## config.mk

```make
export PLATFORM = sky130hd
export DESIGN_NAME = pirq_vector_arb
export DESIGN_NICKNAME = d
export VERILOG_FILES = /design/src/rtl/pva_pkg.sv /design/src/rtl/pva_pending.sv /design/src/rtl/pva_prio.sv /design/src/rtl/pva_vec_reg.sv /design/src/rtl/pirq_vector_arb.sv
export SDC_FILE = /design/constraint.sdc
export NUM_CORES = 1
export LEC_CHECK = 0
export BUFFER_PORTS_ARGS = -buffer_cell sky130_fd_sc_hd__buf_4
export CAP_MARGIN = 10
export CORE_MARGIN = 2
export CORE_UTILIZATION = 37
export CTS_BUF_LIST = sky130_fd_sc_hd__clkbuf_2 sky130_fd_sc_hd__clkbuf_4 sky130_fd_sc_hd__clkbuf_8
export DETAILED_ROUTE_END_ITERATION = 8
export PLACE_DENSITY = 0.58
export SKIP_CTS_REPAIR_TIMING = 1
export SLEW_MARGIN = 15
export SYNTH_ARGS = -nofsm -noshare
export SYNTH_HDL_FRONTEND = slang
export SYNTH_SLANG_ARGS = --single-unit
```

## constraint.sdc

```tcl
create_clock -name clk_i -period 3.5 [get_ports clk_i]
set_clock_uncertainty 0.05 [all_clocks]
set_input_delay 0.175 -clock clk_i [delete_from_list [all_inputs] [get_ports clk_i]]
set_output_delay 0.175 -clock clk_i [all_outputs]
set_load 0.02 [all_outputs]
```

## src/rtl/pva_pkg.sv

```systemverilog
package pva_pkg;
  localparam int unsigned VEC_W = 16;
  typedef logic [VEC_W-1:0] vec_t;
endpackage

```

## src/rtl/pva_pending.sv

```systemverilog
module pva_pending #(
  parameter int unsigned NUM_SRC = 11
) (
  input  logic               clk_i,
  input  logic               rst_ni,
  input  logic [NUM_SRC-1:0] set_i,
  input  logic [NUM_SRC-1:0] clr_i,
  output logic [NUM_SRC-1:0] pend_o
);
  logic [NUM_SRC-1:0] pend_q;

  // set wins over clear: a fresh request re-arms its source
  always_ff @(posedge clk_i or negedge rst_ni) begin
    if (!rst_ni) pend_q <= '0;
    else         pend_q <= (pend_q & ~clr_i) | set_i;
  end

  assign pend_o = pend_q;


  clr_takes_chk: assert property (@(posedge clk_i) disable iff (!rst_ni)
    (|(clr_i & ~set_i)) |=> ((pend_q & $past(clr_i & ~set_i)) == '0));


  set_takes_chk: assert property (@(posedge clk_i) disable iff (!rst_ni)
    (|set_i) |=> ((pend_q & $past(set_i)) == $past(set_i)));
endmodule

```

## src/rtl/pva_prio.sv

```systemverilog
module pva_prio #(
  parameter int unsigned NUM_SRC = 11,
  parameter int unsigned IDX_W   = $clog2(NUM_SRC)
) (
  input  logic [NUM_SRC-1:0] pend_i,
  output logic               hit_o,
  output logic [IDX_W-1:0]   idx_o
);
  always_comb begin
    idx_o = '0;
    for (int i = NUM_SRC - 1; i >= 0; i--) begin
      if (pend_i[i]) idx_o = IDX_W'(i);
    end
  end

  assign hit_o = |pend_i;
endmodule

```

## src/rtl/pva_vec_reg.sv

```systemverilog
module pva_vec_reg
  import pva_pkg::*;
#(
  parameter int unsigned NUM_SRC  = 11,
  parameter int unsigned IDX_W    = $clog2(NUM_SRC),
  parameter int unsigned VEC_BASE = 'h30,
  parameter int unsigned VEC_STEP = 4
) (
  input  logic               clk_i,
  input  logic               rst_ni,
  input  logic               hit_i,
  input  logic [IDX_W-1:0]   idx_i,
  input  logic               rd_i,
  output vec_t               vec_o,
  output logic               irq_o,
  output logic [NUM_SRC-1:0] clr_o
);
  localparam int unsigned VEC_LAST = VEC_BASE + VEC_STEP * (NUM_SRC - 1);

  logic             valid_q;
  logic [IDX_W-1:0] src_q;
  vec_t             vec_q;
  logic             take;

  assign take = valid_q && rd_i;

  always_ff @(posedge clk_i or negedge rst_ni) begin
    if (!rst_ni) begin
      valid_q <= 1'b0;
      src_q   <= '0;
      vec_q   <= '0;
    end else if (take) begin
      valid_q <= 1'b0;
    end else if (!valid_q && hit_i) begin
      valid_q <= 1'b1;
      src_q   <= idx_i;
      vec_q   <= vec_t'(VEC_BASE + VEC_STEP * int'(idx_i));
    end
  end

  for (genvar g = 0; g < NUM_SRC; g++) begin : g_clr
    assign clr_o[g] = take && (src_q == IDX_W'(g));
  end

  assign vec_o = vec_q;
  assign irq_o = valid_q;


  vec_hold_chk: assert property (@(posedge clk_i) disable iff (!rst_ni)
    (irq_o && !rd_i) |=> (irq_o && $stable(vec_o)));


  rd_drop_chk: assert property (@(posedge clk_i) disable iff (!rst_ni)
    (irq_o && rd_i) |=> !irq_o);


  idle_rd_chk: assert property (@(posedge clk_i) disable iff (!rst_ni)
    (!irq_o && !hit_i) |=> (!irq_o && $stable(vec_o)));


  vec_range_chk: assert property (@(posedge clk_i) disable iff (!rst_ni)
    irq_o |-> (vec_o >= vec_t'(VEC_BASE) && vec_o <= vec_t'(VEC_LAST)));


  clr_onehot_chk: assert property (@(posedge clk_i) disable iff (!rst_ni)
    $onehot0(clr_o));
endmodule

```

## src/rtl/pirq_vector_arb.sv

```systemverilog
module pirq_vector_arb
  import pva_pkg::*;
#(
  parameter int unsigned NUM_SRC  = 11,
  parameter int unsigned VEC_BASE = 'h30,
  parameter int unsigned VEC_STEP = 4
) (
  input  logic               clk_i,
  input  logic               rst_ni,
  input  logic [NUM_SRC-1:0] req_i,
  input  logic               rd_i,
  output logic [VEC_W-1:0]   vec_o,
  output logic               irq_o
);
  localparam int unsigned IDX_W = $clog2(NUM_SRC);

  logic [NUM_SRC-1:0] pend;
  logic [NUM_SRC-1:0] clr;
  logic               hit;
  logic [IDX_W-1:0]   idx;

  pva_pending #(.NUM_SRC(NUM_SRC)) u_pending (
    .clk_i  (clk_i),
    .rst_ni (rst_ni),
    .set_i  (req_i),
    .clr_i  (clr),
    .pend_o (pend)
  );

  pva_prio #(.NUM_SRC(NUM_SRC), .IDX_W(IDX_W)) u_prio (
    .pend_i (pend),
    .hit_o  (hit),
    .idx_o  (idx)
  );

  pva_vec_reg #(
    .NUM_SRC  (NUM_SRC),
    .IDX_W    (IDX_W),
    .VEC_BASE (VEC_BASE),
    .VEC_STEP (VEC_STEP)
  ) u_vec (
    .clk_i  (clk_i),
    .rst_ni (rst_ni),
    .hit_i  (hit),
    .idx_i  (idx),
    .rd_i   (rd_i),
    .vec_o  (vec_o),
    .irq_o  (irq_o),
    .clr_o  (clr)
  );


  rearm_chk: assert property (@(posedge clk_i) disable iff (!rst_ni)
    $rose(irq_o) |-> $past(|pend));
endmodule

```

# Word level (Yosys, flattened, before mapping)
# Cells that the tools add are included.
[totals] inputBits=14 wordCells=50 output_inout_bits=17 register_bits=32
[classes] n_mux=13 n_addsub=1 bitwise_logic=4 eq_ne=10 reduce_logical=18
[ops] cell="4-bit 2-to-1 mux" n=11
[ops] cell="4-bit by 3-bit == test with 1-bit output, second input constant" n=4
[ops] cell="1-bit logical AND" n=13
[ops] cell="4-bit == test, second input constant" n=3
[ops] cell="11-bit AND" n=1
[ops] cell="11-bit inverter" n=1
[ops] cell="11-bit bitwise OR" n=1
[ops] cell="11-bit OR reduction" n=1
[ops] cell="4-bit by 2-bit == test with 1-bit output, second input constant" n=2
[ops] cell="6-bit by 6-bit adder with 7-bit output, first input constant" n=1
[ops] cell="4-bit by 1-bit == test with 1-bit output, second input constant" n=1
[ops] cell="4-bit logical NOT" n=1
[ops] cell="1-bit 2-to-1 mux" n=2
[ops] cell="2-bit AND reduction" n=1
[ops] cell="2-bit nonzero test" n=1
[ops] cell="1-bit logical NOT" n=1
[ops] cell="1-bit inverter" n=1

# Logic depth before layout (Yosys ltp)
# Gate-level depths: netlist of the first run.
[depth] ltp_word=12 mapped_depth=5 depth_no_buf=5

# Modules after synthesis
# From an unflattened synthesis of the first run, not the netlist that was laid out.
[unflattened] hier_cells=107 hier_area_um2=1059.8
[modules_own_cells] module="pva_vec_reg" cells_each=55 seq_area_each_um2=200.2 area_each_um2=548.0 n_inst=1
[modules_own_cells] module="pva_pending" cells_each=33 seq_area_each_um2=275.3 area_each_um2=399.1 n_inst=1
[modules_own_cells] module="pva_prio" cells_each=19 seq_area_each_um2=0.0 area_each_um2=112.6 n_inst=1

# Worst setup path before layout of the first run
# Ideal clock, no wire load.
[synth_path] path_type="flip-flop to flip-flop" start="reg u_pending.pend_q[3] (netlist: u_pending.pend_o[3])" end="reg u_vec.vec_q[5] (netlist: u_vec.vec_o[5])" setup_slack_ns=2.024 stages_incl_launch_ff=5 path_buffers=0 t_required_ns=3.374 arrival_time_ns=1.350 period_less_slack_ns=1.476 setup_time_ns=0.076 cell_sequence="dfrtp_1 > nor4_2 > or2b_1 > ha_1 > o21ai_1"
[synth_via] elab_chain_cells=5 elab_cells_between_ends=8 cone_classes="add/sub: 1; mux: 4; reduce/logical: 3"
[synth_rtl] element="start: declaration" line_no="pva_pending.sv:10" rtl="logic [NUM_SRC-1:0] pend_q;"
[synth_rtl] element="start signal: assignment" line_no="pva_pending.sv:15" rtl="else pend_q <= (pend_q & ~clr_i) | set_i;"
[synth_rtl] element="4-bit 2-to-1 mux (4 in series)" line_no="pva_prio.sv:12" rtl="if (pend_i[i]) idx_o = IDX_W'(i);"
[synth_rtl] element="6-bit by 6-bit adder with 7-bit output" line_no="pva_vec_reg.sv:37" rtl="vec_q <= vec_t'(VEC_BASE + VEC_STEP * int'(idx_i));"
[synth_rtl] element="end signal: assignment" line_no="pva_vec_reg.sv:37"
[synth_rtl] element="end: declaration" line_no="pva_vec_reg.sv:22" rtl="vec_t vec_q;"
# Parallel ways exist; a longest one is shown, timed or not.
# A chain may end at the register's enable or synchronous reset.

# Worst setup path in the final report of the first run
# Same ends and word-level chain as after synthesis.

==> impl_results.md, run 1 <==
- Status: finished, final reports clean
- Area of the multi-input gates: 445 um^2
- Final Util: 46.1%
- Vias per cell: 4.82
- Net Sw Power: 0.196 mW
- Final Max Tran Viols: 0
- Worst-path clk slew: 0.10 ns
- DR DRC count: 0
- H-tree Lvls: 1
- Cell Int Power: 0.371 mW
- Crit start category: flip-flop
- Final ANT Viol Nets: 0
- Flop pwr share: 51.9%
- Total CTS buffers: 3
- Mean routed wirelength per cell: 12.4 um
- Number of diodes: 0
- Main area contributors after synthesis: dfrtp_1 (47%), buf_4 (9.6%), nand2b_1 (8.0%)
- Initial antenna violation count: 0
- Final cell count without fillers: 150
- Commonest cells after routing, fill and taps aside: buf_4 (19), dfrtp_1 (19), nand2b_1 (13)
- Design Power: 0.567 mW
- Clk root buf: clkbuf_4
- Top cell type's share of synthesized area: 47.0%
- Overall Global Routing Usage: 12.4%
- Core Area: 2540 um^2
- Detailed-route via count: 723
- Final RePlAce weighted congestion: 0.804
- LEAKAGE: 0.498 nW
- Warnings from Yosys: 0
- Die X: 56.3 um
- Share of cells above drive strength 1: 24.2%
- Cells after DPL: 143
- Fillers: 263
- Critical path class: flip-flop to flip-flop
- Main synth FF type: dfrtp_1
- Tmin final: 1.58 ns
- CP required: 3.67 ns
- Pre-CTS WS: 1.92 ns
- Worst Hold Class: primary input to flip-flop
- CTS tree: done
- Post-synth EDFFs: 0
- Port Buf Inserts: 19
- Worst vdd ir: 0.229 mV
- RSZ-0062 raised after global routing: false
- DRT Pass-1 Iters: 4
- Final wirelength: 1870 um
- Async set or reset register ratio after synthesis: 100%
- Gr ovfl total: 0
- Maximum clock insertion buffer count: 2
- Clock share of power: 19.9%
- # rows: 18
- Layout overhead on the synthesized area: 15.8%
- Initial Utilization: 39.8%
- Combinational group share of total power: 28.2%
- Later-pin clock latency in the skew report: 0.28 ns
- FMAX: 0.631 GHz
- Sequential share of the synthesized area: 47.0%
- I/O Pins: 31
- Max Cap Viol: 0
- First-pass GRT wire length: 3110 um
- CP endpoint kind: flip-flop
- Avg Cell Area, Syn: 10.1 um^2
- Placed Instance Area: 1110 um^2
- Setup WS post-layout: 1.92 ns
- Initial drt markers: 19
- FF+latch area: 475 um^2
- Die area: 3170 um^2
- Sw frac: 34.6%
- Tcrit/Tclk final: 45.3%
- CP Max Fanout: 4
- Final non-filler cell area: 1170 um^2
- Setup violators final: 0
- Cell Pwr Density: 483 nW/um^2
- Clock Sinks: 19
- Worst hold slack: 0.0139 ns
- Largest net degree at the start of global routing: 20
- Yosys cell types: 31
- Synthesized flop and latch total: 19
- CP arrival: 1.75 ns
- Vias in the first global route: 685
- Post-synth top area cell: dfrtp_1
- Fin Setup TNS: 0 ns
- Final HPWL DP: 1490 um
- Chip height: 56.3 um
- Mapped Cells: 100
- Layout Nets: 136
- Endpoints failing hold: 0
- Synth Cell Area: 1010 um^2
[registers in the layout (all words and copies together) (netlist names)]
register          cells
u_vec.vec_o           3
u_vec.irq_o           1
u_pending.pend_o     11
u_vec.src_q           4
[Yosys cell counts, types with 2 or more instances]
library cell  number
o21ai_0            5
nand2b_1          13
inv_1              3
buf_4             13
o21ai_1            3
nor3_1             2
dfrtp_1           19
nand4b_1           2
nand2_1            7
nor2_1             6
o31ai_1            2
a21o_1             5
nor4_2             2
[per-layer routing]
layer	GRT usage [%]	routed length, um	vias to the layer above
met4	4.08	12	0
met1	15.9	837	338
met3	2.30	92	2
li1	-	-	361
met2	20.8	922	22
met5	0	0	-
[final cells by class]
| class | instances | share of cell area (%) |
|---|---|---|
| clock buffer | 4 | 2.56 |
| sequential | 19 | 40.6 |
| multi-input combinational | 72 | 38.0 |
| inverter | 3 | 0.961 |
| timing repair buffer | 22 | 14.7 |
| tap | 30 | 3.20 |
[power groups by stage]
stage | Combinational [mW] | Clock [mW] | Sequential, mW
2_1_floorplan | 0.139 | 0 | 0.288
3_3_place_gp | 0.159 | 0 | 0.298
3_5_place_dp | 0.160 | 0 | 0.299
4_1_cts | 0.160 | 0.123 | 0.295
5_1_grt | 0.178 | 0.132 | 0.300
6_report | 0.160 | 0.113 | 0.294
[worst max-delay path: stages, from the launching register on]
cell and delay [ns]:
dfrtp_1 0.42, nor4_2 0.36, or2b_1 0.28, ha_1 0.29
o21ai_1 0.12
[final timing paths]
check	start	endpoint	slack, ns	cells after the start
setup / recovery	u_pending.pend_o[3]$_DFF_PN0_	u_vec.vec_o[5]$_DFFE_PN0P_	1.92	4
hold / removal	req_i[2]	u_pending.pend_o[2]$_DFF_PN0_	0.01	2
setup reg to reg	u_pending.pend_o[3]$_DFF_PN0_	u_vec.vec_o[5]$_DFFE_PN0P_	1.92	4
hold reg to reg	u_vec.vec_o[5]$_DFFE_PN0P_	u_vec.vec_o[5]$_DFFE_PN0P_	0.45	2
max in group asynchronous	rst_ni	u_pending.pend_o[5]$_DFF_PN0_	2.96	2
min in group asynchronous	rst_ni	u_vec.vec_o[6]$_DFFE_PN0P_	0.24	2
[cell families after synthesis]
kind of cell / after synthesis / share of synthesized area [%]
AND/OR/NAND/NOR: 37 / 21.8
AO/OA/AOI/OAI: 23 / 16.9
adder cells (fa/ha/maj): 1 / 1.24
flip-flops: 19 / 47.0
buffers and inverters: 19 / 12.7
other: 1 / 0.370
Power figures use the tool's default switching activity.
==> run 2: changes to the inputs <==
--- a/config.mk
+++ b/config.mk
@@ -11,7 +11,7 @@
 export CORE_UTILIZATION = 37
 export CTS_BUF_LIST = sky130_fd_sc_hd__clkbuf_2 sky130_fd_sc_hd__clkbuf_4 sky130_fd_sc_hd__clkbuf_8
 export DETAILED_ROUTE_END_ITERATION = 8
-export PLACE_DENSITY = 0.58
+export PLACE_DENSITY = 0.6
 export SKIP_CTS_REPAIR_TIMING = 1
 export SLEW_MARGIN = 15
 export SYNTH_ARGS = -nofsm -noshare
==> constraint.sdc (replaced) <==
create_clock -name clk_i -period 1.4 [get_ports clk_i]
set_clock_uncertainty 0.05 [all_clocks]
set_input_delay 0.07 -clock clk_i [delete_from_list [all_inputs] [get_ports clk_i]]
set_output_delay 0.07 -clock clk_i [all_outputs]
set_load 0.02 [all_outputs]
==> impl_results.md, run 2 (synthesis gave the netlist of run 1 again) <==
- CP bufs+invs: 0
- Final wirelength: 2200 um
- DR DRC count: 0
- Detailed-route via count: 822
- Share of cells above drive strength 1: 32.9%
- Die area: 3170 um^2
- Die X: 56.3 um
- CP required: 1.58 ns
- CTS tree: done
- Setup violators final: 7
- CP top delay family: simple AND/OR/NAND/NOR gates
- Number of diodes: 0
- Grt met3 use: 2.30%
- Gr ovfl total: 0
- Maximum clock insertion buffer count: 2
- CP endpoint kind: flip-flop
- Critical path class: flip-flop to flip-flop
- Total CTS buffers: 3
- H-tree Lvls: 1
- RSZ-0062 raised after global routing: true
- Critical-path top delay cell: dfrtp_1
- Clock share of power: 17.9%
- Clock Sinks: 19
- Met1 Track Usage GR: 19.4%
- Net Sw Power: 0.575 mW
- I/O Pins: 31
- Clk root buf: clkbuf_4
- Initial Utilization: 39.8%
- FMAX: 0.654 GHz
- Final Util: 56.7%
- Final ANT Viol Nets: 0
- Commonest cells after routing, fill and taps aside: buf_4 (34), dfrtp_1 (19), nand2b_1 (13), dlygate4sd3_1 (13), conb_1 (11)
- Flop pwr share: 42.4%
- Layout overhead on the synthesized area: 42.6%
- Largest stage delay on the critical path: 0.43 ns
- Sw frac: 34.8%
- LEAKAGE: 0.661 nW
- Worst vdd ir: 0.745 mV
- Worst Hold Class: primary input to async pin
- Failing checks: setup timing
- Endpoints failing hold: 0
- Port Buf Inserts: 19
- Initial drt markers: 29
- Crit path cell chain: nor4_4 -> or2b_1 -> ha_1 -> o21ai_1
- # rows: 18
- Worst-path clk slew: 0.10 ns
- Max FFs per register: 11
- Max Cap Viol: 0
- Combinational group share of total power: 39.7%
- First-pass GRT wire length: 3480 um
- Later-pin clock latency in the skew report: 0.30 ns
- Design Power: 1.65 mW
- Final Max Tran Viols: 0
- Status: finished, violations left
- Core Area: 2540 um^2
- Final RePlAce weighted congestion: 0.745
- Initial antenna violation count: 0
- Overall Global Routing Usage: 14.3%
- Chip height: 56.3 um
- Layout Nets: 162
- Vias per cell: 4.67
- Vias in the first global route: 740
- Mean routed wirelength per cell: 12.5 um
- Crit start category: flip-flop
- Cell Int Power: 1.08 mW
- Commonest non-fill, non-tap cell in the layout: buf_4
- CP arrival: 1.71 ns
- Largest net degree at the start of global routing: 20
- Tmin final: 1.53 ns
- Setup WS post-layout: -0.130 ns
- CP Max Fanout: 3
- Most used routing layer: met2
- GR Layer Usage met2: 21.8%
- Final HPWL DP: 1680 um
- Tcrit/Tclk final: 109%
- Cell Pwr Density: 1150 nW/um^2
- DRT Pass-1 Iters: 4
-- run 2: final timing paths --
| check | slack, ns | cells after the start | endpoint | start |
|---|---|---|---|---|
| min in group clk_i | 0.44 | 3 | u_pending.pend_o[1]$_DFF_PN0_ | req_i[1] |
| max | -0.13 | 4 | u_vec.vec_o[5]$_DFFE_PN0P_ | u_pending.pend_o[3]$_DFF_PN0_ |
| min reg2reg | 0.45 | 2 | u_vec.vec_o[6]$_DFFE_PN0P_ | u_vec.vec_o[6]$_DFFE_PN0P_ |
| max in group asynchronous | 0.98 | 2 | u_vec.irq_o$_DFFE_PN0P_ | rst_ni |
| min | 0.12 | 2 | u_pending.pend_o[3]$_DFF_PN0_ | rst_ni |
| max reg2reg | -0.13 | 4 | u_vec.vec_o[5]$_DFFE_PN0P_ | u_pending.pend_o[3]$_DFF_PN0_ |
-- run 2: per-stage QoR --
stage | hold slack (ns) | instances | setup WS [ns] | area (um^2) | TNS (ns)
after floorplan | -0.276 | 110 | -0.0528 | 1050 | -0.0528
after global placement | -0.0919 | 158 | -0.0922 | 1220 | -0.140
after detailed placement | -0.0889 | 158 | -0.134 | 1220 | -0.308
after CTS | -0.425 | 162 | -0.163 | 1250 | -0.515
after global routing | 0.126 | 176 | -0.234 | 1440 | -0.918
final | 0.117 | 176 | -0.130 | 1440 | -0.455
-- run 2: cell type report --
cell class | instances | area (um^2)
clock buffers | 4 | 30.0
fillers | 234 | 1100
inverters | 3 | 11.3
multi-input cells | 72 | 493
flip-flops and latches | 19 | 475
well taps | 30 | 37.5
repair buffers | 48 | 397
-- run 2: power by group through the flow --
stage	combinational, mW	sequential, mW	clock [mW]
detailed placement	0.561	0.707	0
floorplan	0.349	0.719	0
finish	0.656	0.701	0.296
global placement	0.554	0.708	0
global route	0.712	0.712	0.336
CTS	0.563	0.696	0.309
-- run 2: layer usage --
metal | vias up | share of wire (%)
li1 | 411 | -
met1 | 387 | 46
met2 | 19 | 49
met3 | 5 | 3.2
met4 | 0 | 1.9
met5 | - | 0
==> run 3: changes to the inputs <==
--- a/config.mk
+++ b/config.mk
@@ -7,11 +7,12 @@
 export LEC_CHECK = 0
 export BUFFER_PORTS_ARGS = -buffer_cell sky130_fd_sc_hd__buf_4
 export CAP_MARGIN = 10
+export CORE_ASPECT_RATIO = 1.25
 export CORE_MARGIN = 2
 export CORE_UTILIZATION = 37
 export CTS_BUF_LIST = sky130_fd_sc_hd__clkbuf_2 sky130_fd_sc_hd__clkbuf_4 sky130_fd_sc_hd__clkbuf_8
+export CTS_CLUSTER_SIZE = 40
 export DETAILED_ROUTE_END_ITERATION = 8
-export PLACE_DENSITY = 0.6
 export SKIP_CTS_REPAIR_TIMING = 1
 export SLEW_MARGIN = 15
 export SYNTH_ARGS = -nofsm -noshare
==> impl_results.md, run 3 (synthesis gave the netlist of run 1 again) <==
- Layout Nets: 161
- Core Area: 2650 um^2
- First-pass GRT wire length: 3380 um
- H-tree Lvls: 1
- Die area: 3170 um^2
- Max FFs per register: 11
- FMAX: 0.641 GHz
- Vias in the first global route: 771
- Met2 WL: 1220 um
- Gr ovfl total: 0
- Area of the multi-input gates: 497 um^2
- Top sig layer: met4
- Final cell count without fillers: 179
- Largest net degree at the start of global routing: 20
- DR DRC count: 0
- Clk root buf: clkbuf_4
- # rows: 21
- FF-to-FF End: u_vec.vec_o[5]$_DFFE_PN0P_
- FF+latch area: 475 um^2
- Setup WS post-layout: -0.159 ns
- Initial Utilization: 38.1%
- Clock Sinks: 19
- Met3 Wirelength: 56 um
- Overall Global Routing Usage: 14.3%
- Sw frac: 35.7%
- Initial antenna violation count: 0
- Flop pwr share: 43.6%
- Endpoints failing hold: 0
- Cell Pwr Density: 1130 nW/um^2
- Layout overhead on the synthesized area: 42.8%
- Worst hold slack: 0.116 ns
- CTS tree: done
- Worst vdd ir: 0.676 mV
- Detailed-route via count: 838
- Total CTS buffers: 3
- Tmin final: 1.56 ns
- Clock share of power: 18.7%
- Vias per cell: 4.68
- Critical path class: flip-flop to flip-flop
- Critical path launch point: u_pending.pend_o[3]$_DFF_PN0_
- Final ANT Viol Nets: 0
- CP arrival: 1.70 ns
- Cell Int Power: 1.05 mW
- LEAKAGE: 0.657 nW
- Commonest cells after routing, fill and taps aside: buf_4 (33), dfrtp_1 (19), nand2b_1 (13), dlygate4sd3_1 (13), conb_1 (11)
- Maximum clock insertion buffer count: 2
- Largest stage delay on the critical path: 0.43 ns
- Commonest non-fill, non-tap cell in the layout: buf_4
- Status: finished, violations left
- Share of cells above drive strength 1: 35.2%
- Net Sw Power: 0.582 mW
- M1 WL: 950 um
- Crit start category: flip-flop
- Final RePlAce weighted congestion: 0.801
- Crit path cell chain: nor4_4 -> or2b_1 -> ha_2 -> o21ai_1
- CP bufs+invs: 0
- Final HPWL DP: 1610 um
- CP top delay family: simple AND/OR/NAND/NOR gates
- Cells after DPL: 160
- Design Power: 1.63 mW
- Die X: 50.8 um
- Pre-CTS WS: -0.149 ns
- Fillers: 242
- CP endpoint kind: flip-flop
- Later-pin clock latency in the skew report: 0.30 ns
- Initial drt markers: 19
- I/O Pins: 31
- Final Util: 54.5%
- Reg-to-reg critical path startpoint: u_pending.pend_o[3]$_DFF_PN0_
- RSZ-0062 raised after global routing: true
- Worst-path clk slew: 0.11 ns
- Final Max Tran Viols: 0
- Mean routed wirelength per cell: 12.6 um
- Setup violators final: 7
- Chip height: 62.5 um
- DRT Pass-1 Iters: 4
- Max Cap Viol: 0
- Worst reg-to-reg setup slack: -0.16 ns
- Final wirelength: 2260 um
- Tcrit/Tclk final: 111%
- Worst Reg-to-Reg Cells: 4
- Number of diodes: 0
- CP required: 1.54 ns
- Worst Hold Class: primary input to async pin
- CP Max Fanout: 3
- Failing checks: setup timing
- Critical-path top delay cell: dfrtp_1
- Port Buf Inserts: 19
- Combinational group share of total power: 37.7%
[run 3: cell count changes in the layout (fill, tap and decap cells not counted), sizes merged]
| cell | before | now |
|---|---|---|
| buf | 35 | 34 |
[run 3: layout make-up]
type	instances	share of cell area (%)
inverters	3	0.779
clock buffers	4	2.08
flip-flops and latches	19	32.9
repair buffers	47	26.9
multi-input cells	72	34.4
well taps	34	2.94
[run 3: metal layers]
metal,global-route usage (%),vias to the layer above
met3,2.39,4
met2,24.3,17
met1,16.8,407
met4,7.43,0
met5,0,-
li1,-,410
[run 3: worst max path at each step]
stage | end | slack [ns] | depth (start not counted)
2_1_floorplan | u_vec.vec_o[5]$_DFFE_PN0P_ | -0.05 | 4
3_3_place_gp | u_vec.vec_o[5]$_DFFE_PN0P_ | -0.08 | 5
3_5_place_dp | u_vec.vec_o[5]$_DFFE_PN0P_ | -0.15 | 5
4_1_cts | u_vec.vec_o[5]$_DFFE_PN0P_ | -0.18 | 5
5_1_grt | u_vec.vec_o[5]$_DFFE_PN0P_ | -0.21 | 4
6_report | u_vec.vec_o[5]$_DFFE_PN0P_ | -0.16 | 4
[run 3: power groups by stage]
stage               logic, mW  clock network (mW)  registers (mW)
finish                  0.615               0.305           0.711
global route            0.666               0.340           0.726
CTS                     0.536               0.320           0.705
detailed placement      0.536                   0           0.714
global placement        0.525                   0           0.714
floorplan               0.349                   0           0.719
[run 3: metrics by stage]
| step | cell area [um^2] | setup TNS (ns) |
|---|---|---|
| 6_report | 1450 | -0.549 |
| 2_1_floorplan | 1050 | -0.0528 |
| 3_3_place_gp | 1210 | -0.0890 |
| 3_5_place_dp | 1210 | -0.213 |
| 4_1_cts | 1240 | -0.315 |
| 5_1_grt | 1450 | -0.987 |
